===== src/rtl/evt_route_pkg.sv =====
package evt_route_pkg;
    typedef enum logic [1:0] {
        ST_HDR   = 2'd0,
        ST_SEND  = 2'd1,
        ST_BODY  = 2'd2,
        ST_DRAIN = 2'd3
    } route_fsm_e;

    localparam logic [1:0] KIND_QUERY = 2'b01;
    localparam int         RSP_W      = 16;
    localparam int         CNT_W      = 8;
endpackage


===== src/rtl/evt_route_cfg.sv =====
module evt_route_cfg #(
    parameter int NDOWN  = 4,
    parameter int CHAN_W = 16,
    parameter int AW     = 3
) (
    input  logic                           clk,
    input  logic                           rst_n,
    input  logic                           we,
    input  logic [AW-1:0]                  addr,
    input  logic [CHAN_W-1:0]              wdata,
    output logic [NDOWN-1:0][CHAN_W-1:0]   offsets,
    output logic [NDOWN-1:0]               dma_flags
);
    typedef struct packed {
        logic [NDOWN-1:0][CHAN_W-1:0] off;
        logic [NDOWN-1:0]             dma;
    } cfg_t;

    cfg_t cfg_d, cfg_q;

    always_comb begin
        cfg_d = cfg_q;
        for (int k = 0; k < NDOWN; k++) begin
            if (we && addr == AW'(k)) begin
                cfg_d.off[k] = wdata;
            end
        end
        if (we && addr == AW'(NDOWN)) begin
            cfg_d.dma = wdata[NDOWN-1:0];
        end
    end

    always_ff @(posedge clk) begin
        if (!rst_n) begin
            cfg_q <= '0;
        end else begin
            cfg_q <= cfg_d;
        end
    end

    assign offsets   = cfg_q.off;
    assign dma_flags = cfg_q.dma;

    assert_flag_write_R8: assert property (@(posedge clk) disable iff (!rst_n)
        (we && addr == AW'(NDOWN)) |=> (dma_flags == $past(wdata[NDOWN-1:0])));
endmodule


===== src/rtl/evt_route_match.sv =====
module evt_route_match #(
    parameter int NDOWN  = 4,
    parameter int CHAN_W = 16
) (
    input  logic [CHAN_W-1:0]              chan,
    input  logic [NDOWN-1:0][CHAN_W-1:0]   offsets,
    output logic [NDOWN-1:0]               hit
);
    for (genvar k = 0; k < NDOWN; k++) begin : g_cmp
        assign hit[k] = (offsets[k] != '0) && (offsets[k] <= chan);
    end
endmodule


===== src/rtl/evt_route_pick.sv =====
module evt_route_pick #(
    parameter int NDOWN  = 4,
    parameter int CHAN_W = 16,
    parameter int PW     = 3
) (
    input  logic [NDOWN-1:0]               hit,
    input  logic [NDOWN-1:0][CHAN_W-1:0]   offsets,
    output logic [PW-1:0]                  port,
    output logic [CHAN_W-1:0]              base
);
    logic found;

    always_comb begin
        port  = '0;
        base  = '0;
        found = 1'b0;
        for (int k = 0; k < NDOWN; k++) begin
            if (hit[k] && (!found || offsets[k] > base)) begin
                found = 1'b1;
                base  = offsets[k];
                port  = PW'(k + 1);
            end
        end
    end
endmodule


===== src/rtl/evt_route_switch.sv =====
module evt_route_switch
    import evt_route_pkg::*;
#(
    parameter int NDOWN  = 4,
    parameter int DATA_W = 32,
    parameter int CHAN_W = 16,
    parameter int AW     = 3
) (
    input  logic                 clk,
    input  logic                 rst_n,
    input  logic                 cfg_we,
    input  logic [AW-1:0]        cfg_addr,
    input  logic [CHAN_W-1:0]    cfg_wdata,
    input  logic                 up_valid,
    output logic                 up_ready,
    input  logic [DATA_W-1:0]    up_data,
    input  logic                 up_last,
    output logic [NDOWN:0]       out_valid,
    input  logic [NDOWN:0]       out_ready,
    output logic [DATA_W-1:0]    out_data,
    output logic                 out_last,
    output logic                 rsp_valid,
    input  logic                 rsp_ready,
    output logic [RSP_W-1:0]     rsp_data
);
    localparam int NOUT = NDOWN + 1;
    localparam int PW   = $clog2(NOUT);

    typedef struct packed {
        route_fsm_e        fsm;
        logic [DATA_W-1:0] hdr;
        logic              last;
        logic              query;
        logic [PW-1:0]     sel;
        logic [CHAN_W-1:0] base;
    } route_t;

    route_t r_d, r_q;

    logic [NDOWN-1:0][CHAN_W-1:0] offsets;
    logic [NDOWN-1:0]             dma_flags;
    logic [NDOWN-1:0]             hit;
    logic [PW-1:0]                pick_port;
    logic [CHAN_W-1:0]            pick_base;
    logic [NOUT-1:0]              sel_oh;
    logic                         sel_ready;

    evt_route_cfg #(.NDOWN(NDOWN), .CHAN_W(CHAN_W), .AW(AW)) i_cfg (
        .clk       (clk),
        .rst_n     (rst_n),
        .we        (cfg_we),
        .addr      (cfg_addr),
        .wdata     (cfg_wdata),
        .offsets   (offsets),
        .dma_flags (dma_flags)
    );

    evt_route_match #(.NDOWN(NDOWN), .CHAN_W(CHAN_W)) i_match (
        .chan    (up_data[CHAN_W-1:0]),
        .offsets (offsets),
        .hit     (hit)
    );

    evt_route_pick #(.NDOWN(NDOWN), .CHAN_W(CHAN_W), .PW(PW)) i_pick (
        .hit     (hit),
        .offsets (offsets),
        .port    (pick_port),
        .base    (pick_base)
    );

    always_comb begin
        for (int i = 0; i < NOUT; i++) begin
            sel_oh[i] = (r_q.sel == PW'(i));
        end
        sel_ready = |(sel_oh & out_ready);

        rsp_data                = '0;
        rsp_data[CNT_W-1:0]     = CNT_W'(NDOWN);
        rsp_data[CNT_W+:NDOWN]  = dma_flags;
    end

    always_comb begin
        r_d       = r_q;
        up_ready  = 1'b0;
        out_valid = '0;
        out_data  = up_data;
        out_last  = up_last;
        rsp_valid = 1'b0;
        unique case (r_q.fsm)
            ST_HDR: begin
                up_ready = 1'b1;
                if (up_valid) begin
                    r_d.hdr   = up_data;
                    r_d.last  = up_last;
                    r_d.query = (up_data[DATA_W-1 -: 2] == KIND_QUERY);
                    r_d.sel   = pick_port;
                    r_d.base  = pick_base;
                    r_d.fsm   = ST_SEND;
                end
            end
            ST_SEND: begin
                if (r_q.query) begin
                    rsp_valid = 1'b1;
                    if (rsp_ready) begin
                        r_d.fsm = r_q.last ? ST_HDR : ST_DRAIN;
                    end
                end else begin
                    out_valid = sel_oh;
                    out_data  = {r_q.hdr[DATA_W-1:CHAN_W],
                                 r_q.hdr[CHAN_W-1:0] - r_q.base};
                    out_last  = r_q.last;
                    if (sel_ready) begin
                        r_d.fsm = r_q.last ? ST_HDR : ST_BODY;
                    end
                end
            end
            ST_BODY: begin
                out_valid = up_valid ? sel_oh : '0;
                up_ready  = sel_ready;
                if (up_valid && sel_ready && up_last) begin
                    r_d.fsm = ST_HDR;
                end
            end
            ST_DRAIN: begin
                up_ready = 1'b1;
                if (up_valid && up_last) begin
                    r_d.fsm = ST_HDR;
                end
            end
            default: r_d.fsm = ST_HDR;
        endcase
    end

    always_ff @(posedge clk) begin
        if (!rst_n) begin
            r_q     <= '0;
            r_q.fsm <= ST_HDR;
        end else begin
            r_q <= r_d;
        end
    end

    assert_onehot_out_R9: assert property (@(posedge clk) disable iff (!rst_n)
        $onehot0(out_valid));

    assert_hold_hdr_R6: assert property (@(posedge clk) disable iff (!rst_n)
        (r_q.fsm == ST_SEND && !r_q.query && !sel_ready)
        |=> ($stable(out_data) && $stable(out_valid)));

    assert_hdr_latency_R10: assert property (@(posedge clk) disable iff (!rst_n)
        (r_q.fsm == ST_HDR && up_valid && up_data[DATA_W-1 -: 2] != KIND_QUERY)
        |=> (out_valid != '0));

    assert_query_quiet_R7: assert property (@(posedge clk) disable iff (!rst_n)
        rsp_valid |-> (out_valid == '0));
endmodule


===== config.mk =====
export PLATFORM = sky130hd
export DESIGN_NAME = evt_route_switch
export DESIGN_NICKNAME = d
export VERILOG_FILES = /design/src/rtl/evt_route_pkg.sv /design/src/rtl/evt_route_cfg.sv /design/src/rtl/evt_route_match.sv /design/src/rtl/evt_route_pick.sv /design/src/rtl/evt_route_switch.sv
export SDC_FILE = /design/constraint.sdc
export NUM_CORES = 1
export LEC_CHECK = 0
export ABC_AREA = 1
export CAP_MARGIN = 0
export CORE_AREA = 10 10 135 137
export DETAILED_ROUTE_END_ITERATION = 8
export DIE_AREA = 0 0 145 147
export PLACE_DENSITY_LB_ADDON = 0.1
export SLEW_MARGIN = 10
export SYNTH_ARGS = -nofsm -noshare
export SYNTH_HDL_FRONTEND = slang
export SYNTH_SLANG_ARGS = --single-unit

===== constraint.sdc =====
create_clock -name clk -period 12.87 [get_ports clk]
set_input_delay 1.287 -clock clk [delete_from_list [all_inputs] [get_ports clk]]
set_output_delay 1.287 -clock clk [all_outputs]
set_load 0.05 [all_outputs]

# After elaboration in Yosys (flattened, before gate mapping)
# Index checks and enable logic that the tools add are counted.
word_totals:
  mem_bits_rw: 0
  regBits: 123
  mem_count: 0
  latchBits: 0
  input_bits: 62
  output_inout_bits: 56
  wordCells: 99
  romBits: 0
classes:
  bitwise_logic: 1
  n_reduce_logical: 32
  add_sub_neg: 1
  eq_ne: 17
  div: 0
  n_mul: 0
  n_lt_le_gt_ge: 7
  mux: 30
  shifts: 0
op_table:
  columns: ["cell", "n"]
  rows:
  - ["16-bit <= comparator", 4]
  - ["16-bit 2-to-1 mux", 4]
  - ["32-bit 2-to-1 mux", 2]
  - ["16-bit nonzero test", 4]
  - ["55-bit 2-to-1 mux", 1]
  - ["16-bit > comparator", 3]
  - ["16-bit subtractor", 1]
  - ["1-bit logical AND", 15]
  - ["2-bit 2-to-1 mux", 7]
  - ["3-bit by 2-bit equality test with 1-bit output, second input constant", 4]
  - ["5-bit 2-to-1 mux", 2]
  - ["5-bit case mux with 2 select lines", 1]
  - ["3-bit 2-to-1 mux", 3]
  - ["1-bit 2-to-1 mux", 8]
  - ["2-bit case mux with 4 select lines", 1]
  - ["3-bit by 1-bit equality test with 1-bit output, second input constant", 2]
  - ["3-bit equality test, second input constant", 2]
  - ["3-bit logical NOT", 2]
  - ["2-bit inequality test, second input constant", 3]
  - ["3-bit inequality test, second input constant", 2]
  - ["5-bit AND", 1]
  - ["5-bit AND reduction", 1]
  - ["5-bit OR reduction", 1]
  - ["2-bit by 1-bit equality test with 1-bit output, second input constant", 2]
  - ["other kinds (7)", 12]

# Depth between registers and ports, before layout
# Gate-level depths: netlist (run 1).
logic_depth:
  depth_word: 17
  mapped_depth: 60

# Cells and area by module
# Synthesis (run 1) repeated with hierarchy kept, for this count alone.
hier_totals:
  cells_unflattened: 1640
  hier_area_um2: 10510.1
by_module_without_submodules:
  columns: ["module", "area_per_inst_um2", "cells_each", "instances", "seq_area_each_um2"]
  rows:
  - ["evt_route_switch", 3668.5, 579, 1, 1101.1]
  - ["evt_route_cfg", 2786.4, 399, 1, 1361.3]
  - ["evt_route_pick", 2314.7, 389, 1, 0.0]
  - ["evt_route_match", 1740.4, 273, 1, 0.0]

# Least setup slack after synthesis (run 1)
# Ideal clock, no wire load.
synth_path:
  path_type: "input port to flip-flop"
  from: "in up_data[7]"
  to: "reg r_q[10] (netlist bit)"
  n_path_buf: 4
  setup_time_ps: 70
  path_stages: 42
  slack_ps: 6303
  arrival_time_ps: 6497
  required_time_ps: 12800
  path_cell_list: "inv_1 -> ha_1 -> a21o_1 -> nor2_1 -> nand2_1 -> nand2_1 -> nand2_1 -> nand2_2 -> buf_2 -> nand3_1 -> ha_1 -> nand3_1 -> nor3_1 -> nand2_1 -> nand2_1 -> nand2_1 -> nand3_2 -> nand2_4 -> [... 6 more ...] -> nand2_1 -> nand2_1 -> nand2_1 -> a21oi_4 -> buf_6 -> nand2_1 -> nand2_1 -> inv_1 -> ha_1 -> nand2_1 -> nor3_1 -> nand3_1 -> nand2_1 -> nand2_4 -> a21oi_4 -> buf_4 -> nand2_1 -> a21oi_1"
synth_via:
  elab_chain_len: 15
  word_cells_on_any_way: 27
synth_lines:
  columns: ["item", "line_no", "text"]
  rows:
  - ["from (decl)", "evt_route_switch.sv:16", "input logic [DATA_W-1:0] up_data,"]
  - ["16-bit <= comparator", "evt_route_match.sv:10", "assign hit[k] = (offsets[k] != '0) && (offsets[k] <= chan);"]
  - ["1-bit logical AND", "evt_route_match.sv:10", null]
  - ["16-bit 2-to-1 mux or 1-bit 2-to-1 mux (tied branches)", "evt_route_pick.sv:18", "if (hit[k] && (!found || offsets[k] > base)) begin"]
  - ["16-bit > comparator or 1-bit logical NOT (tied branches)", "evt_route_pick.sv:18", null]
  - ["1-bit logical OR", "evt_route_pick.sv:18", null]
  - ["1-bit logical AND", "evt_route_pick.sv:18", null]
  - ["16-bit 2-to-1 mux or 1-bit 2-to-1 mux (tied branches)", "evt_route_pick.sv:18", null]
  - ["16-bit > comparator or 1-bit logical NOT (tied branches)", "evt_route_pick.sv:18", null]
  - ["1-bit logical OR", "evt_route_pick.sv:18", null]
  - ["1-bit logical AND", "evt_route_pick.sv:18", null]
  - ["16-bit 2-to-1 mux or 1-bit 2-to-1 mux (tied branches)", "evt_route_pick.sv:18", null]
  - ["16-bit > comparator or 1-bit logical NOT (tied branches)", "evt_route_pick.sv:18", null]
  - ["1-bit logical OR", "evt_route_pick.sv:18", null]
  - ["1-bit logical AND", "evt_route_pick.sv:18", null]
  - ["16-bit 2-to-1 mux (*)", "evt_route_pick.sv:18", null]
  - ["to (signal assigned)", "evt_route_switch.sv:139", "r_q <= r_d;"]
  - ["to (decl)", "evt_route_switch.sv:38", "route_t r_d, r_q;"]
# Every way passes the cells marked *; elsewhere a longest branch is shown, timed or not.
# A chain may end at the register's enable or synchronous reset.

# Final worst setup path (run 1)
layout_path:
  from: "in up_data[3]"
  to: "reg r_q[17] (netlist bit)"
layout_via:
  elab_chain_len: 15
  word_cells_on_any_way: 29
layout_lines:
  columns: ["item", "line_no"]
  rows:
  - ["16-bit <= comparator", "evt_route_match.sv:10"]
  - ["1-bit logical AND", "evt_route_match.sv:10"]
  - ["16-bit 2-to-1 mux or 1-bit 2-to-1 mux (tied branches)", "evt_route_pick.sv:18"]
  - ["16-bit > comparator or 1-bit logical NOT (tied branches)", "evt_route_pick.sv:18"]
  - ["1-bit logical OR", "evt_route_pick.sv:18"]
  - ["1-bit logical AND", "evt_route_pick.sv:18"]
  - ["16-bit 2-to-1 mux or 1-bit 2-to-1 mux (tied branches)", "evt_route_pick.sv:18"]
  - ["16-bit > comparator or 1-bit logical NOT (tied branches)", "evt_route_pick.sv:18"]
  - ["1-bit logical OR", "evt_route_pick.sv:18"]
  - ["1-bit logical AND", "evt_route_pick.sv:18"]
  - ["16-bit 2-to-1 mux or 1-bit 2-to-1 mux (tied branches)", "evt_route_pick.sv:18"]
  - ["16-bit > comparator or 1-bit logical NOT (tied branches)", "evt_route_pick.sv:18"]
  - ["1-bit logical OR", "evt_route_pick.sv:18"]
  - ["1-bit logical AND", "evt_route_pick.sv:18"]
  - ["3-bit 2-to-1 mux (*)", "evt_route_pick.sv:18"]
# Marked as above.

==> impl_results.md, run 1 <==
* Run status: finished clean
* First-pass iteration count of the detailed router at 6
* Via density at 5.49
* IO Count at 118
* Cts hold-fix bufs at 0
* Seq/Total Area, Yosys at 0.262
* HPWL Detailed at 20.9 mm
* Cell with the most instances after synthesis: nand2_1
* Post-CTS sizing at 0
* R2r startpoint: i_cfg.offsets[3]
* # rows at 46
* Setup TNS at 0 ns
* Drt drc at 0
* Routed length per placed instance at 16.0 um
* Post-Syn Area at 0.00939 sq mm
* Worst Max-Slew Pin Slew at 1.07 ns
* Dominant cells by area after synthesis: dfxtp_1 (26%), ha_1 (18%), nand2_1 (12%), o21ai_0 (7.6%), a21oi_1 (7.5%)
* Arrival time worst endpoint at 8.60 ns
* MaxCap Viol Count at 0
* Synth async-reset ratio at 0
* RSZ-0062 raised after global routing: no
* Layout cell share with drive strength beyond 1 at 0.0428
* Initial DRC Count at 790
* Routed Antenna Nets at 0
* Initial antenna violation count at 1
* Warnings from Yosys at 0
* Synth area leader: dfxtp_1
* Global-route wire length before repair at 44.5 mm
* Netlist cell types at 44
* Hold wc startpoint: r_q[21]
* CP max FO at 19
* Fmax at 121 MHz
* Synth top cells by count: nand2_1 (301), inv_1 (167), nor2_1 (147), o21ai_0 (142), a21oi_1 (140)
* Pwr/cell area at 177 mW/mm^2
* Num CTS Buffers at 17
* CTS tree: yes
* Reg2reg end: r_q[17]
* Initial core utilization at 0.602
* Number of fill cells at 1328
* CP required at 13.22 ns
* CTS H-tree depth at 4
* Final Max Slew Viols at 0
* Worst hold path class: register to register
* Die H at 147 um
* CTS root buf: clkbuf_16
* IO buf count at 105
* Routability cong. at 1.01
* Final WS setup at 4.62 ns
* Total congestion overflow at 0
* Worst VDD drop at 0.0990 mV
* Setup violations, final at 0
* Yosys top cell area share at 0.262
* Hold depth at 2
* Final net count at 1677
* Total Routing Usage GR at 0.252
* Final setup skew at 0.00767 ns
* Critical Path End Type: register
* Clock-pin transition on the worst setup and hold timing paths at 0.06 ns
* CP Launch Type: input pin
* Final hold viol count at 0
* Area growth, synth to finish at 18.3%
* Post-synth EDFFs at 0
* Static Leak at 5.30 nW
* Flop2flop setup slack at 5.70 ns
* Register bit total from synthesis at 123
* Vias in the first global route at 8806
* Clk buf depth at 2
* Top FF cell, synth: dfxtp_1
* Clock sinks at 123
* Worst r2r path cells at 42
* Relative slew slack at 0.285
* Largest net degree at the start of global routing at 102
* Core Region at 0.0156 sq mm
* Worst path max stage delay at 0.49 ns
* Skew-Pair Late Insertion Delay at 0.43 ns
* WL final at 27.3 mm
* Worst path most repeated cell: nand2_1
* Final period util at 0.641
* Worst Hold Path EP: r_q[21]
* Avg Cell Area, Syn at 6.69 sq um
* Period minus WS final at 8.25 ns
* DR vias at 9407
* Chip Width at 145 um
* Die area at 0.0213 sq mm
* Slowest cell on the critical path: a21oi_4
* Critical path class: input pin to register
* Cells after synthesis at 1404
* Post-CTS Setup Bufs at 0
* Worst slack at placement at 4.32 ns
-- registers in the layout, summed over array words and instances (netlist names) --
signal and flops:
r_q 55, i_cfg.dma_flags 4, i_cfg.offsets 64
-- cell families after synthesis --
group / count (synthesis) / share of synthesized area
AND/OR/NAND/NOR: 592 / 0.274
AO/OA/AOI/OAI: 313 / 0.176
flip-flops: 123 / 0.262
XOR/XNOR: 9 / 0.00839
adder cells (fa/ha/maj): 133 / 0.178
other: 2 / 0.000800
buffers and inverters: 232 / 0.100
-- per-layer routing --
metal	wire length, um	GRT usage
met1	12100	0.314
met2	12700	0.421
met3	1820	0.0494
met5	0	0
met4	674	0.0955
-- power by group --
group          internal, mW  leakage (nW)  switching [mW]
combinational         0.329          3.99           0.662
sequential            0.428          1.01          0.0339
clock                 0.314         0.304           0.196
-- stage by stage --
stage / std cells / cell area, sq um / power (mW) / hold slack (ns) / util
finish: 1712 / 11100 / 1.96 / 0.465 / 0.712
global route: 1711 / 11100 / 2.10 / 0.504 / 0.712
CTS: 1711 / 11100 / 1.96 / 0.465 / 0.712
detailed placement: 1679 / 10500 / 1.45 / 0.456 / 0.672
global placement: 1679 / 10500 / 1.44 / 0.449 / 0.672
floorplan: 1414 / 9430 / 1.20 / 0.433 / -
-- critical path, delay by kind of cell --
family	cells	cell delay, ns
and+or+nand+nor	30	4.04
adders and majority gates	4	1.24
buffers and inverters	4	0.71
AOI/OAI and AO/OA	6	1.29
-- layout make-up --
| cell class | instances | area [sq um] | share of cell area |
|---|---|---|---|
| clock inverters | 14 | 184 | 0.0166 |
| repair buffers | 110 | 1080 | 0.0975 |
| multi-input cells | 1059 | 6030 | 0.543 |
| well taps | 216 | 270 | 0.0243 |
| flip-flops and latches | 123 | 2460 | 0.222 |
| diodes | 1 | 2.50 | 0.000225 |
| clock buffers | 18 | 439 | 0.0395 |
| inverters | 171 | 642 | 0.0578 |
-- cell usage in the layout (no fill, tap or decap), types with 3 or more instances in the layout --
cell             instances
nor4_1                   7
nand2_1                301
a21o_1                   6
clkbuf_16               17
inv_1                  167
ha_1                   132
dfxtp_1                123
nand3_1                 78
clkdlybuf4s50_1        104
xor2_1                   5
a21oi_2                  4
buf_4                    5
nor3_1                  10
nor2_1                 146
nor4_4                   4
conb_1                  12
o21ai_0                142
a211oi_1                 5
nand2_2                  5
xnor2_1                  4
inv_6                    4
nand4_1                 28
a21oi_1                140
o21ai_1                  5
bufinv_16                3
clkinv_4                 4
-- worst max path at each step --
stage,startpoint,endpoint,slack (ns),cells past startpoint
detailed placement,up_data[1],r_q[17],4.32,46
floorplan,up_data[7],r_q[10],6.30,42
global placement,up_data[1],r_q[17],4.41,46
CTS,up_data[1],r_q[17],4.72,46
global route,up_data[1],r_q[17],3.70,46
finish,up_data[3],r_q[17],4.62,44
Note: power is estimated with default switching activity, not from simulation.
==> run 2: changes to the inputs <==
Settings changed: CORE_AREA 10 10 135 137 to 10 10 146 148, DIE_AREA 0 0 145 147 to 0 0 156 158.
Clock period 12.87 ns to 6.9 ns, I/O delays scaled along.
==> impl_results.md, run 2 (synthesis gave the netlist of run 1 again) <==
* Ant. Diodes at 0 (-1)
* Worst hold path class: register to register
* Most common cell after layout, fill and taps aside: nand2_1
* Static Leak at 5.72 nW (+7.8%)
* Met3 routed WL at 1.88 mm (+3.6%)
* First-pass iteration count of the detailed router at 6 (unchanged)
* CTS H-tree depth at 4 (unchanged)
* Num CTS Buffers at 17 (unchanged)
* Final period util at 0.952
* Initial antenna violation count at 0 (-1)
* Critical path class: input pin to register
* # rows at 50 (+8.7%)
* IO buf count at 105 (unchanged)
* Global-route wire length before repair at 46.3 mm (+4.1%)
* Final Max Slew Viols at 0 (unchanged)
* Final Util at 0.647 (-0.0655)
* Worst VDD drop at 0.218 mV (+120%)
* Total Routing Usage GR at 0.234 (-0.0182)
* HPWL Detailed at 22.8 mm (+9.2%)
* Layout cell share with drive strength beyond 1 at 0.107 (+0.0643)
* Worst path most repeated cell: nand2_1
* Routed length per placed instance at 16.3 um (+2.3%)
* Via density at 5.34 (-2.8%)
* Routability cong. at 0.981 (-3.0%)
* Die area at 0.0246 sq mm (+16%)
* CP delay by family, top: simple AND/OR/NAND/NOR gates
* IO Count at 118 (unchanged)
* Max FFs per register at 64 (unchanged)
* Chip Width at 156 um (+7.6%)
* Skew-Pair Late Insertion Delay at 0.44 ns (about the same)
* Routed Antenna Nets at 0 (unchanged)
* MaxCap Viol Count at 0 (unchanged)
* Total congestion overflow at 0 (unchanged)
* Setup TNS at 0 ns (unchanged)
* Arrival time worst endpoint at 6.91 ns (-1.69 ns)
* Pwr/cell area at 327 mW/mm^2 (+85%)
* Top sig layer: met4
* Final net count at 1760 (+4.9%)
* Final hold viol count at 0 (unchanged)
* WL final at 29.6 mm (+8.3%)
* Worst Max-Slew Pin Slew at 1.09 ns (+0.0199 ns)
* CP required at 7.24 ns (-5.98 ns)
* Largest net degree at the start of global routing at 102 (unchanged)
* Setup violations, final at 0 (unchanged)
* Routed length on met1 at 13.8 mm (+14%)
* CTS root buf: clkbuf_16
* Clock-pin transition on the worst setup and hold timing paths at 0.06 ns (about the same)
* Most frequent cells in the layout: nand2_1 (295), inv_1 (167), nor2_1 (145)
* CP max FO at 18 (-1)
* Clk buf depth at 2 (unchanged)
* Fmax at 152 MHz
* Clock sinks at 123 (unchanged)
* Final non-filler cell area at 0.0119 sq mm (+7.4%)
* Slowest cell on the critical path: clkdlybuf4s50_1
* Final setup skew at 0.0102 ns (+0.00254 ns)
* Tot Pwr at 3.90 mW (+99%)
* Core Region at 0.0185 sq mm (+18%)
* Initial DRC Count at 773 (-2.2%)
* Cts hold-fix bufs at 0 (unchanged)
* CP Launch Type: input pin
* Initial core utilization at 0.509 (-0.0932)
* Drt drc at 0 (unchanged)
* CTS tree: yes
* Vias in the first global route at 8872 (+0.75%)
* Area growth, synth to finish at 27.1%
* Met2 Routed Length at 13.4 mm (+5.0%)
* Critical Path End Type: register
* Run status: finished clean
* Worst path bufs/invs at 6 (+2)
* Relative slew slack at 0.272 (-0.0133)
* Placed cell area at 0.0112 sq mm (+6.5%)
* Period minus WS final at 6.57 ns
* DR vias at 9674 (+2.8%)
* Largest reg by FF count: i_cfg.offsets
* Die H at 158 um (+7.5%)
* Worst path max stage delay at 0.51 ns (+0.02 ns)
run 2: path summary, 6_finish.rpt:
check	start	to	slack, ns	depth (start not counted)
max	up_data[13]	r_q[17]	0.33	44
max reg2reg	i_cfg.offsets[13]	r_q[17]	0.67	42
min reg2reg	r_q[21]	r_q[21]	0.48	2
min	r_q[21]	r_q[21]	0.48	2
run 2: repair_timing:
item | in CTS | in global routing
buffers inserted | 0 | 1
setup endpoints to repair | 0 | 19
gates resized for setup | 0 | 31
run 2: final cells by class:
class | instances | area [sq um]
fillers | 1677 | 6520
multi-input cells | 1060 | 6190
flip-flops and latches | 123 | 2460
repair buffers | 192 | 1760
inverters | 171 | 642
clock buffers | 19 | 443
well taps | 234 | 293
clock inverters | 13 | 144
run 2: report_power, final:
part	leakage [nW]	internal [mW]	switching [mW]
Combinational	4.43	0.808	1.32
Clock	0.276	0.542	0.360
Sequential	1.01	0.799	0.0652
run 2: per-stage QoR:
step,setup slack [ns],hold WS [ns],instances
floorplan,0.930,0.433,1414
global placement,-0.233,0.448,1778
detailed placement,-0.330,0.464,1778
CTS,0.0812,0.472,1810
global route,-0.0690,0.501,1812
finish,0.331,0.477,1812
run 2: worst reg2reg max path: cells and delay by family (launching register included):
kind            cells  cell delay, ns
buf+inv             4            0.54
compound gates     13            1.88
fa+ha+maj           4            1.25
simple gates       21            1.99
flops               1            0.50
run 2: metal layers:
metal / vias to the layer above / GRT usage
met4: 0 / 0.0638
met3: 37 / 0.0459
met2: 285 / 0.369
met1: 4385 / 0.317
li1: 4967 / -
met5: - / 0
